### config.mk
export PLATFORM = sky130hd
export DESIGN_NAME = thermal_throttle_ctrl
export DESIGN_NICKNAME = d
export VERILOG_FILES = /design/src/rtl/thr_pkg.sv /design/src/rtl/thr_hot_sel.sv /design/src/rtl/thr_win_avg.sv /design/src/rtl/thr_seq.sv /design/src/rtl/thermal_throttle_ctrl.sv
export SDC_FILE = /design/constraint.sdc
export NUM_CORES = 1
export LEC_CHECK = 0
export BUFFER_PORTS_ARGS = -buffer_cell sky130_fd_sc_hd__buf_4
export CORE_MARGIN = 4
export CORE_UTILIZATION = 30
export CTS_CLUSTER_DIAMETER = 200
export DETAILED_ROUTE_END_ITERATION = 10
export GPL_TIMING_DRIVEN = 0
export PLACE_DENSITY = 0.53
export SYNTH_ARGS = -nofsm -noshare
export SYNTH_HDL_FRONTEND = slang
export SYNTH_SLANG_ARGS = --single-unit
### constraint.sdc
create_clock -name clk -period 9.4 [get_ports clk]
set_clock_uncertainty 0.2 [all_clocks]
set_input_delay 0.94 -clock clk [delete_from_list [all_inputs] [get_ports clk]]
set_output_delay 0.94 -clock clk [all_outputs]
set_load 0.01 [all_outputs]
### src/rtl/thr_pkg.sv
package thr_pkg;

    typedef enum logic [2:0] {
        ST_IDLE   = 3'd0,
        ST_INIT   = 3'd1,
        ST_ENGAGE = 3'd2,
        ST_HOLD   = 3'd3,
        ST_CHECK  = 3'd4,
        ST_SHUT   = 3'd5
    } thr_st_t;

    function automatic logic req_active(thr_st_t s);
        return (s == ST_ENGAGE) || (s == ST_HOLD) || (s == ST_CHECK);
    endfunction

endpackage

### src/rtl/thr_hot_sel.sv
module thr_hot_sel #(
    parameter int NSENS = 3,
    parameter int TW    = 8
) (
    input  logic                clk,
    input  logic                rst,
    input  logic [NSENS*TW-1:0] temp_i,
    output logic [TW-1:0]       hot_o
);
    logic [TW-1:0] max_c;

    always_comb begin
        max_c = '0;
        for (int i = 0; i < NSENS; i++) begin
            if (temp_i[i*TW +: TW] > max_c) max_c = temp_i[i*TW +: TW];
        end
    end

    always_ff @(posedge clk) begin
        if (rst) hot_o <= '0;
        else     hot_o <= max_c;
    end

    for (genvar g = 0; g < NSENS; g++) begin : g_chk

        hot_ge_sensor_chk: assert property (@(posedge clk) disable iff (rst)
            1'b1 |=> hot_o >= $past(temp_i[g*TW +: TW]));
    end

endmodule

### src/rtl/thr_win_avg.sv
module thr_win_avg #(
    parameter int TW       = 8,
    parameter int WIN_LOG2 = 17
) (
    input  logic          clk,
    input  logic          rst,
    input  logic [TW-1:0] val_i,
    output logic [TW-1:0] avg_o,
    output logic          avg_vld_o
);
    localparam int AW = TW + WIN_LOG2;

    logic [WIN_LOG2-1:0] pos_q;
    logic [AW-1:0]       acc_q;
    logic [AW-1:0]       sum_c;

    assign sum_c = acc_q + AW'(val_i);

    always_ff @(posedge clk) begin
        if (rst) begin
            pos_q     <= '0;
            acc_q     <= '0;
            avg_o     <= '0;
            avg_vld_o <= 1'b0;
        end else begin
            pos_q <= pos_q + 1'b1;
            if (&pos_q) begin
                acc_q     <= '0;
                avg_o     <= sum_c[AW-1:WIN_LOG2];
                avg_vld_o <= 1'b1;
            end else begin
                acc_q     <= sum_c;
                avg_vld_o <= 1'b0;
            end
        end
    end


    win_pulse_chk: assert property (@(posedge clk) disable iff (rst)
        avg_vld_o |=> !avg_vld_o);

endmodule

### src/rtl/thr_seq.sv
module thr_seq
    import thr_pkg::*;
#(
    parameter int TW = 8,
    parameter int CW = 24
) (
    input  logic          clk,
    input  logic          rst,
    input  logic [TW-1:0] avg_i,
    input  logic          avg_vld_i,
    input  logic [TW-1:0] trig_lvl_i,
    input  logic [TW-1:0] rel_lvl_i,
    input  logic [CW-1:0] init_dly_i,
    input  logic [CW-1:0] policy_cyc_i,
    input  logic          scale_done_i,
    output thr_st_t       st_o
);
    thr_st_t       st_q, st_d;
    logic [CW-1:0] cnt_q, cnt_d;

    always_comb begin
        st_d  = st_q;
        cnt_d = cnt_q;
        case (st_q)
            ST_IDLE: if (avg_vld_i && avg_i >= trig_lvl_i) begin
                st_d  = ST_INIT;
                cnt_d = init_dly_i;
            end
            ST_INIT: begin
                if (cnt_q == '0) st_d = ST_ENGAGE;
                else             cnt_d = cnt_q - 1'b1;
            end
            ST_ENGAGE: if (scale_done_i) begin
                st_d  = ST_HOLD;
                cnt_d = policy_cyc_i;
            end
            ST_HOLD: begin
                if (cnt_q == '0) st_d = ST_CHECK;
                else             cnt_d = cnt_q - 1'b1;
            end
            ST_CHECK: if (avg_vld_i) begin
                if (avg_i < rel_lvl_i) begin
                    st_d = ST_SHUT;
                end else begin
                    st_d  = ST_HOLD;
                    cnt_d = policy_cyc_i;
                end
            end
            ST_SHUT: if (scale_done_i) st_d = ST_IDLE;
            default: st_d = ST_IDLE;
        endcase
    end

    always_ff @(posedge clk) begin
        if (rst) begin
            st_q  <= ST_IDLE;
            cnt_q <= '0;
        end else begin
            st_q  <= st_d;
            cnt_q <= cnt_d;
        end
    end

    assign st_o = st_q;


    idle_stay_chk: assert property (@(posedge clk) disable iff (rst)
        (st_q == ST_IDLE && !(avg_vld_i && avg_i >= trig_lvl_i)) |=> st_q == ST_IDLE);

    engage_wait_chk: assert property (@(posedge clk) disable iff (rst)
        (st_q == ST_ENGAGE && !scale_done_i) |=> st_q == ST_ENGAGE);

    recheck_keep_chk: assert property (@(posedge clk) disable iff (rst)
        (st_q == ST_CHECK && avg_vld_i && avg_i >= rel_lvl_i) |=> st_q == ST_HOLD);

    shut_wait_chk: assert property (@(posedge clk) disable iff (rst)
        (st_q == ST_SHUT && !scale_done_i) |=> st_q == ST_SHUT);

endmodule

### src/rtl/thermal_throttle_ctrl.sv
module thermal_throttle_ctrl
    import thr_pkg::*;
#(
    parameter int NSENS    = 3,
    parameter int TW       = 8,
    parameter int WIN_LOG2 = 17,
    parameter int CW       = 24
) (
    input  logic                clk,
    input  logic                rst,
    input  logic [NSENS*TW-1:0] temp_i,
    input  logic [TW-1:0]       trig_lvl_i,
    input  logic [TW-1:0]       rel_lvl_i,
    input  logic [CW-1:0]       init_dly_i,
    input  logic [CW-1:0]       policy_cyc_i,
    input  logic                scale_done_i,
    output logic                scale_down_o,
    output logic [2:0]          state_o
);
    logic [TW-1:0] hot;
    logic [TW-1:0] avg;
    logic          avg_vld;
    thr_st_t       st;

    thr_hot_sel #(.NSENS(NSENS), .TW(TW)) i_hot (
        .clk(clk), .rst(rst), .temp_i(temp_i), .hot_o(hot)
    );

    thr_win_avg #(.TW(TW), .WIN_LOG2(WIN_LOG2)) i_avg (
        .clk(clk), .rst(rst), .val_i(hot), .avg_o(avg), .avg_vld_o(avg_vld)
    );

    thr_seq #(.TW(TW), .CW(CW)) i_seq (
        .clk(clk), .rst(rst), .avg_i(avg), .avg_vld_i(avg_vld),
        .trig_lvl_i(trig_lvl_i), .rel_lvl_i(rel_lvl_i),
        .init_dly_i(init_dly_i), .policy_cyc_i(policy_cyc_i),
        .scale_done_i(scale_done_i), .st_o(st)
    );

    assign scale_down_o = req_active(st);
    assign state_o      = st;


    req_after_init_chk: assert property (@(posedge clk) disable iff (rst)
        (st == ST_INIT && $past(st) == ST_INIT && !rst) |-> !scale_down_o);

endmodule

==> impl_metrics.yaml <==
placed_design:
  pre_cts_ws_ns: 4.191
  half_perimeter_wire_length_of_the_detailed_placement_result_mm: 14.26
  total_instance_count_after_detailed_placement: 1107
  port-buffer-count: 94
  dpl-instance-area_sq_um: 6990
  final_weighted_congestion_of_routability_driven_global_placement: 0.8797
timing:
  final-hold-violation-count: 0
  slew_violations: 0
  slew_headroom: 0.3245
  finalSetupViolations: 0
  achievable-frequency_ghz: 0.2064
  grt_setup_unrepaired: "false"
  postLayoutSetupSlackWorst_ns: 4.555
  worst_margin_slew_ns: 1.013
  layout_worst_path_cycle_share: 0.5154
  setup-tns-final_ns: 0
  shortest_clock_period_the_worst_path_allows_after_layout_ns: 4.845
layout:
  fill_cells: 2070
  final_core_utilization: 0.3752
  final_cell_count_no_fill: 1121
  antennaDiodeCount: 0
  syn2layout_area_growth_pct: 22.76
  layout-drive-gt1-share: 0.1565
  fin_nets: 987
  area_of_all_placed_cells_without_fillers_sq_um: 7302
setup_path:
  path_max_fanout: 9
  worstPathArrival_ns: 4.82
  critPathLaunchType: "input port"
  timing.critical_path.to_type: "flop"
  crit_required_ns: 9.38
  timing.critical_path.from: "temp_i[5]"
  rr_startpoint: "i_seq.st_o[1]$_SDFFE_PP0P_"
  crit_type: "input port to flop"
floorplan:
  die_height_microns: 148.8
  die-area_sq_um: 22140
  fp-row-count: 51
  floorplan.initialDensity: 0.3056
  design.core.area_sq_um: 19460
  die_x_microns: 148.8
  ios: 95
clock_network:
  cts_post_setup_buffers_inserted: 0
  cts.sink_count: 86
  cts_hold_repair.buffers: 0
  cts.clk_slew.worst_paths_ns: 0.06
  cts_repair_resize_count: 0
  clk_latency_ns: 0.34
  ctsHtreeMaxLevel: 3
  clock_tree_from_tritoncts: "built"
  tritoncts.num_buffers: 9
  root_buffer_cell: "sky130_fd_sc_hd__clkbuf_16"
  cts_max_path_buffers: 2
route:
  dr.pass1.iters: 5
  detail_route.drc_violations: 0
  drt-vias-per-instance: 5.332
  via_count: 5977
  ant_nets: 0
  dr.first_iter.drc_count: 414
  routed_length_per_placed_instance_microns: 16.88
  postRouteWirelength_mm: 18.92
synth:
  netlist_area_sq_um: 5948
  synth_cell_type_count: 70
  ys_seq_area_frac: 0.2894
  synth_enable_flop_cells: 0
  async_flop_share: 0
  yosys_register_bits: 86
  synth_fp_nets: 882
  synthesized_netlist_cell_count: 748
  most_common_flop_cell_mapped_by_yosys: "sky130_fd_sc_hd__dfxtp_1"
  synthesized_area_per_cell_sq_um: 7.952
  yosys_warnings: 0
min_path:
  hold_path.class: "flop to flop"
  min-delay-start: "i_avg.pos_q[0]$_SDFF_PP0_"
grt:
  grt_start_max_net_pins: 14
  global_route.usage.total: 0.1686
  global_route_total_overflow: 0
  grt_first_pass_wirelength_mm: 30.08
  grt_pass1_vias: 5714
  antenna_found_initial: 0
flow_run:
  max_cap_violations: 0
power:
  vdd_ir_drop_max_uv: 86.71
  power-per-cell-area_nw_per_um2: 134.4
  static-leakage-power_nw: 2.950
run_status:
  outcome: "finished clean"
power by group:
| group | internal [mW] | switching, mW |
|---|---|---|
| Clock | 0.237 | 0.147 |
| Combinational | 0.0921 | 0.114 |
| Sequential | 0.384 | 0.00757 |
| Total | 0.713 | 0.269 |
kinds of logic (layout without fill, tap and decap cells):
group | count (synthesis) | count (layout) | share of synthesized area
adders and majority gates | 43 | 43 | 0.09171
DFF | 86 | 86 | 0.2894
muxes | 18 | 18 | 0.03071
and+or+nand+nor | 260 | 260 | 0.2213
buffers and inverters | 88 | 196 | 0.06268
xor gates and xnor gates | 35 | 35 | 0.05153
AOI/OAI and AO/OA | 218 | 218 | 0.2526
through the flow:
stage          power [mW]  hold slack, ns
3_5_place_dp       0.6050          0.2386
2_1_floorplan      0.5303          0.2130
4_1_cts            0.9931          0.2516
6_report           0.9815          0.2429
5_1_grt             1.032          0.2977
3_3_place_gp       0.6025          0.2307
metal layers:
| metal | global-route usage | share of wire |
|---|---|---|
| met5 | 0 | 0 |
| met4 | 0.06728 | 0.024 |
| met3 | 0.03221 | 0.067 |
| met2 | 0.2555 | 0.42 |
| met1 | 0.2366 | 0.49 |
state kept, by name (all words and copies together), names as in the netlist:
name / flops
i_avg.avg_o: 8
i_avg.avg_vld_o: 1
i_hot.hot_o: 8
i_seq.st_o: 3
i_seq.cnt_q: 24
i_avg.acc_q: 25
i_avg.pos_q: 17
placed cells by master (no fill, tap or decap), drive strengths merged, types with 6 or more instances in the layout:
cell / n
o22ai: 9
nor4: 8
nor2b: 10
nand3: 27
xor2: 12
inv: 43
xnor2: 23
o211ai: 8
o31ai: 15
nor2: 77
a311oi: 10
a21o: 8
a211oi: 9
or3: 12
mux2i: 16
o21a: 14
ha: 42
a21oi: 47
clkbuf: 40
nor3: 24
nand4: 17
dfxtp: 86
a22oi: 7
nand2: 42
buf: 108
a2111oi: 9
and2: 10
nand2b: 8
o311ai: 8
or4: 6
o21ai: 36
synth_stat cells (all sizes together) (10+ instances only):
cell type  number  area, sq um
and2           10        62.56
nor2b          10        62.56
clkbuf         30        113.9
or3            12        80.08
xnor2          23        201.4
xor2           12        105.1
inv            43        161.4
nor3           24        120.1
nor2           77        291.5
ha             42        525.5
nand4          17        106.4
a21oi          47        235.2
a311oi         10        87.58
nand3          27        135.1
buf            14        88.83
nand2          42        157.7
o31ai          15        112.6
mux2i          16        160.2
o21a           14        105.1
dfxtp          86         1722
o21ai          36        180.2
final timing paths:
check	slack, ns	cells past startpoint	endpoint
setup / recovery	4.55	17	i_hot.hot_o[1]$_SDFF_PP0_
hold / removal	0.24	1	i_avg.pos_q[0]$_SDFF_PP0_
setup reg to reg	6.06	8	i_seq.cnt_q[13]$_SDFFE_PP0P_
hold reg to reg	0.24	1	i_avg.pos_q[0]$_SDFF_PP0_
layout make-up:
cell class,count,area (sq um),area share
Inverter,43,161.4,0.02210
Sequential cell,86,1722,0.2358
Tap cell,265,331.6,0.04541
Timing Repair Buffer,94,705.7,0.09664
Multi-Input combinational cell,574,3859,0.5284
Buffer,45,211.5,0.02896
Clock inverter,4,72.57,0.009938
Clock buffer,10,239.0,0.03273
critical path, cell delays in order:
cell                       delay [ns]
sky130_fd_sc_hd__buf_4           0.09
sky130_fd_sc_hd__inv_1           0.04
sky130_fd_sc_hd__ha_1            0.30
sky130_fd_sc_hd__a21o_1          0.18
sky130_fd_sc_hd__a21o_1          0.19
sky130_fd_sc_hd__a21o_1          0.19
sky130_fd_sc_hd__o31ai_1         0.65
sky130_fd_sc_hd__o21ai_0         0.22
sky130_fd_sc_hd__and2_1          0.19
sky130_fd_sc_hd__ha_1            0.29
sky130_fd_sc_hd__a21o_1          0.16
sky130_fd_sc_hd__a21oi_1         0.14
sky130_fd_sc_hd__nor2b_1         0.06
sky130_fd_sc_hd__o22ai_1         0.51
sky130_fd_sc_hd__and2_1          0.22
sky130_fd_sc_hd__clkbuf_1        0.30
sky130_fd_sc_hd__a311oi_1        0.18
Power figures use the tool's default switching activity.
